## config.mk

```make
export PLATFORM = sky130hd
export DESIGN_NAME = prot_region_match
export DESIGN_NICKNAME = d
export VERILOG_FILES = /design/src/rtl/prot_pkg.sv /design/src/rtl/prot_region_match.sv
export SDC_FILE = /design/constraint.sdc
export NUM_CORES = 1
export LEC_CHECK = 0
export CAP_MARGIN = 40
export CELL_PAD_IN_SITES_DETAIL_PLACEMENT = 1
export CELL_PAD_IN_SITES_GLOBAL_PLACEMENT = 2
export CORE_ASPECT_RATIO = 0.9
export CORE_MARGIN = 5
export CORE_UTILIZATION = 24
export DETAILED_ROUTE_END_ITERATION = 10
export GPL_TIMING_DRIVEN = 0
export PLACE_DENSITY_LB_ADDON = 0.1
export SETUP_SLACK_MARGIN = 0.15
export SLEW_MARGIN = 20
export SYNTH_ARGS = -nofsm -noshare
export SYNTH_HDL_FRONTEND = slang
export SYNTH_SLANG_ARGS = --single-unit
export TNS_END_PERCENT = 5
```

## constraint.sdc

```tcl
create_clock -name vclk -period 5.3
set_input_delay 1.06 -clock vclk [all_inputs]
set_output_delay 1.06 -clock vclk [all_outputs]
set_load 0.005 [all_outputs]
```

## src/rtl/prot_pkg.sv

```systemverilog
// Shared constants and the permission-code encoding for the
// protection region checker. Assumes 3-bit permission codes,
// 5-bit size codes and 8-slice masks.
package prot_pkg;

    localparam int SIZE_W          = 5;
    localparam int SRD_W           = 8;
    localparam int PERM_W          = 3;
    localparam int MIN_SIZE_CODE   = 4;  // smallest legal size code (32 bytes)
    localparam int SLICE_MIN_CODE  = 7;  // slices apply from 256 bytes up

    typedef enum logic [PERM_W-1:0] {
        PERM_NONE        = 3'd0,
        PERM_PRIV_RW     = 3'd1,
        PERM_PRIV_RW_URD = 3'd2,
        PERM_ALL_RW      = 3'd3,
        PERM_RSVD4       = 3'd4,
        PERM_PRIV_RD     = 3'd5,
        PERM_ALL_RD      = 3'd6,
        PERM_RSVD7       = 3'd7
    } perm_code_e;

endpackage

```

## src/rtl/prot_region_match.sv

```systemverilog
// Address match for one protection region.
// Compares the address bits above the region size with the base,
// then applies the eight-slice disable mask for regions of 256 bytes
// or larger. Assumes the base is aligned to the region size; lower
// base bits are ignored. Reserved size codes never match.
module prot_region_match
    import prot_pkg::*;
#(
    parameter int ADDR_W = 32
) (
    input  logic [ADDR_W-1:0] addr_i,
    input  logic [ADDR_W-1:0] base_i,
    input  logic [SIZE_W-1:0] size_i,
    input  logic [SRD_W-1:0]  srd_i,
    input  logic              en_i,
    output logic              hit_o
);

    logic [5:0]        top_sh;
    logic [SIZE_W-1:0] slice_sh;
    logic [ADDR_W-1:0] cmp_mask;
    logic [2:0]        slice_idx;
    logic              base_ok;
    logic              slice_ok;
    logic              size_ok;

    // Decode size into a compare mask and a slice index, then combine.
    always_comb begin
        top_sh    = {1'b0, size_i} + 6'd1;
        cmp_mask  = {ADDR_W{1'b1}} << top_sh;
        base_ok   = ((addr_i ^ base_i) & cmp_mask) == '0;
        slice_sh  = size_i - SIZE_W'(2);
        slice_idx = 3'(addr_i >> slice_sh);
        size_ok   = size_i >= SIZE_W'(MIN_SIZE_CODE);
        slice_ok  = (size_i < SIZE_W'(SLICE_MIN_CODE)) || !srd_i[slice_idx];
        hit_o     = en_i && size_ok && base_ok && slice_ok;
    end

endmodule

```

==> metrics.csv <==
metric;value;unit
I/O Pins;79;
Fillers;841;
Post-DP HPWL;6.27;mm
Hold Path Depth;5;
leakage;1.02;nW
total negative setup slack;0;ns
Port Buffers;78;
Req. time, crit path;4.24;ns
Yosys top cell by area;mux4_2;
P&R area growth vs syn;62.7;%
all-layer global routing usage;17.3;%
Initial Util;24.3;%
RSZ-0062 raised after global routing;false;
sequential share of the synthesized area;0;%
count of pins over their slew limit;0;
Adder-Cell Fraction of Synth Area;5.17;%
largest family of logic cells by synthesized area;multiplexers;
sequential cell count;0;
CP endpoint kind;output port;
Via density;5.31;
fin area;0.00275;mm²
Tmin final;4.82;ns
first-pass GRT wire length;12.2;mm
layout cells sized above 1;17.9;%
DR iter-0 viols;76;
yosys warns;0;
site row count;29;
largest net degree at the start of global routing;11;
MaxCap Viol Count;0;
routed wire length;7.57;mm
status;finished clean;
maximum vdd ir drop;0.0000378;V
top-area cell type share of the netlist area;16.0;%
n_diodes;0;
total power;281;µW
initial antenna violation count;0;
Max Fanout on Critical Path;10;
Distinct cells, synth;55;
hold_sp;size_i[4];
vias in the first global route;2171;
post-route ant nets;0;
DRC violations left;0;
endpoints failing hold;0;
Hold WS;2.86;ns
syn nets;282;
mean routed wirelength per cell;20.3;µm
Die Span Y;89.7;µm
complex-gate fraction of the synthesized area;23.4;%
# hold bufs at CTS;0;
maximum clock rate;207;MHz
floorplan core area;0.00697;mm²
GP Congestion;0.825;
CP Class;primary input to output port;
DIE AREA;0.00884;mm²
Post-Syn Area;0.00169;mm²
syn_area_per_cell;8.59;µm²
drt pass-1 iters;4;
Final Non-Filler Cells;373;
crit share post-route;91.0;%
Register Area;0;µm²
nets;367;
Synth Instances;197;
Hold EP;hit_o;
worst slew pin tran;0.630;ns
Pwr Density;102;mW/mm²
Die Wd;98.5;µm
post-route core utilization;39.5;%
ranking of synthesized cells by area;mux4_2 16%, xnor2_1 12%, mux2i_1 9.5%;
type of origin of the critical path;primary input;
Min-Delay Path Class;primary input to output port;
total global routing overflow;0;
Post-Synth XOR/XNOR Area;20.8;%
CLK BUF;0;
Worst EP arrival;3.76;ns
post-synthesis simple-gate area fraction;14.5;%
placed cell count;368;
vias;1979;
mux cell area share after synthesis;30.7;%
pre-CTS setup slack;-0.917;ns
setup violators final;0;
fin worst setup slack;0.475;ns
Rel. slew slack;57.7;%
Area after DPL;0.00259;mm²
==> cells in the mapped netlist (all sizes together) (2+ instances only) <==
library cell	instances
o21ai	11
a31oi	2
nor3	7
nor2	7
nand4	3
clkbuf	5
o211ai	2
a21o	2
xnor2	23
ha	7
a22oi	2
a21oi	9
o31ai	2
nand3	7
nand2	11
inv	5
o22ai	5
or2	2
o311ai	2
o2111ai	2
buf	8
mux2i	16
xor2	15
mux4	15
and3	3
a211oi	3
==> cell type report <==
| cell class | instances | area [µm²] | area share (%) |
|---|---|---|---|
| repair buffers | 83 | 826 | 30.0 |
| plain buffers | 13 | 97.6 | 3.54 |
| well taps | 93 | 116 | 4.23 |
| multi-input cells | 179 | 1700 | 61.6 |
| inverters | 5 | 18.8 | 0.682 |
==> worst max path at each step <==
stage / startpoint / to / slack [ns] / cells past startpoint
2_1_floorplan: size_i[2] / hit_o / 0.81 / 13
3_3_place_gp: size_i[1] / hit_o / -0.93 / 14
3_5_place_dp: size_i[1] / hit_o / -0.92 / 14
4_1_cts: size_i[2] / hit_o / 0.16 / 14
5_1_grt: size_i[0] / hit_o / 0.26 / 12
6_report: size_i[1] / hit_o / 0.48 / 13
==> metal layers <==
| metal | routed length [µm] | global-route usage [%] | vias up |
|---|---|---|---|
| met5 | 0 | 0 | - |
| met1 | 3570 | 24.6 | 959 |
| met4 | 0 | 0 | 0 |
| li1 | - | - | 943 |
| met2 | 3560 | 30.6 | 77 |
| met3 | 439 | 1.78 | 0 |
==> placed cells by master, fill, tap and decap left out, drive strengths merged, types with 3 or more instances in the layout <==
cell type	instances
a211oi	3
a21oi	9
and3	3
buf	13
clkbuf	7
clkdlybuf4s50	73
ha	7
inv	5
mux2i	16
mux4	15
nand2	11
nand3	7
nand4	3
nor2	7
nor3	7
o21ai	11
o22ai	5
xnor2	23
xor2	15
==> what timing repair did <==
action | CTS | global route
pin swaps | 0 | 3
buffers inserted | 5 | 0
gates resized for setup | 24 | 16
setup endpoints to repair | 1 | 1
==> power breakdown <==
part / internal [mW] / switching [mW] / total, mW
Clock: 0 / 0 / 0
Sequential: 0 / 0 / 0
Combinational: 0.151 / 0.129 / 0.281
==> kinds of logic (layout without fill, tap and decap cells) <==
group / Yosys count / after routing
XOR/XNOR: 38 / 38
multiplexers: 32 / 32
buffers and inverters: 18 / 101
AO/OA/AOI/OAI: 55 / 55
adder cells (fa/ha/maj): 7 / 7
AND/OR/NAND/NOR: 47 / 47
==> critical path: stages <==
cell and delay (ns):
clkbuf_2 0.21, ha_1 0.18, clkbuf_2 0.22, xor2_1 0.26, clkbuf_2 0.28, a21oi_1 0.10
nor3_1 0.21, a31oi_1 0.12, o31ai_2 0.31, o2111ai_1 0.23, a21o_1 0.21, a211oi_2 0.13
clkdlybuf4s15_1 0.23
Note: power is estimated with default switching activity, not from simulation.
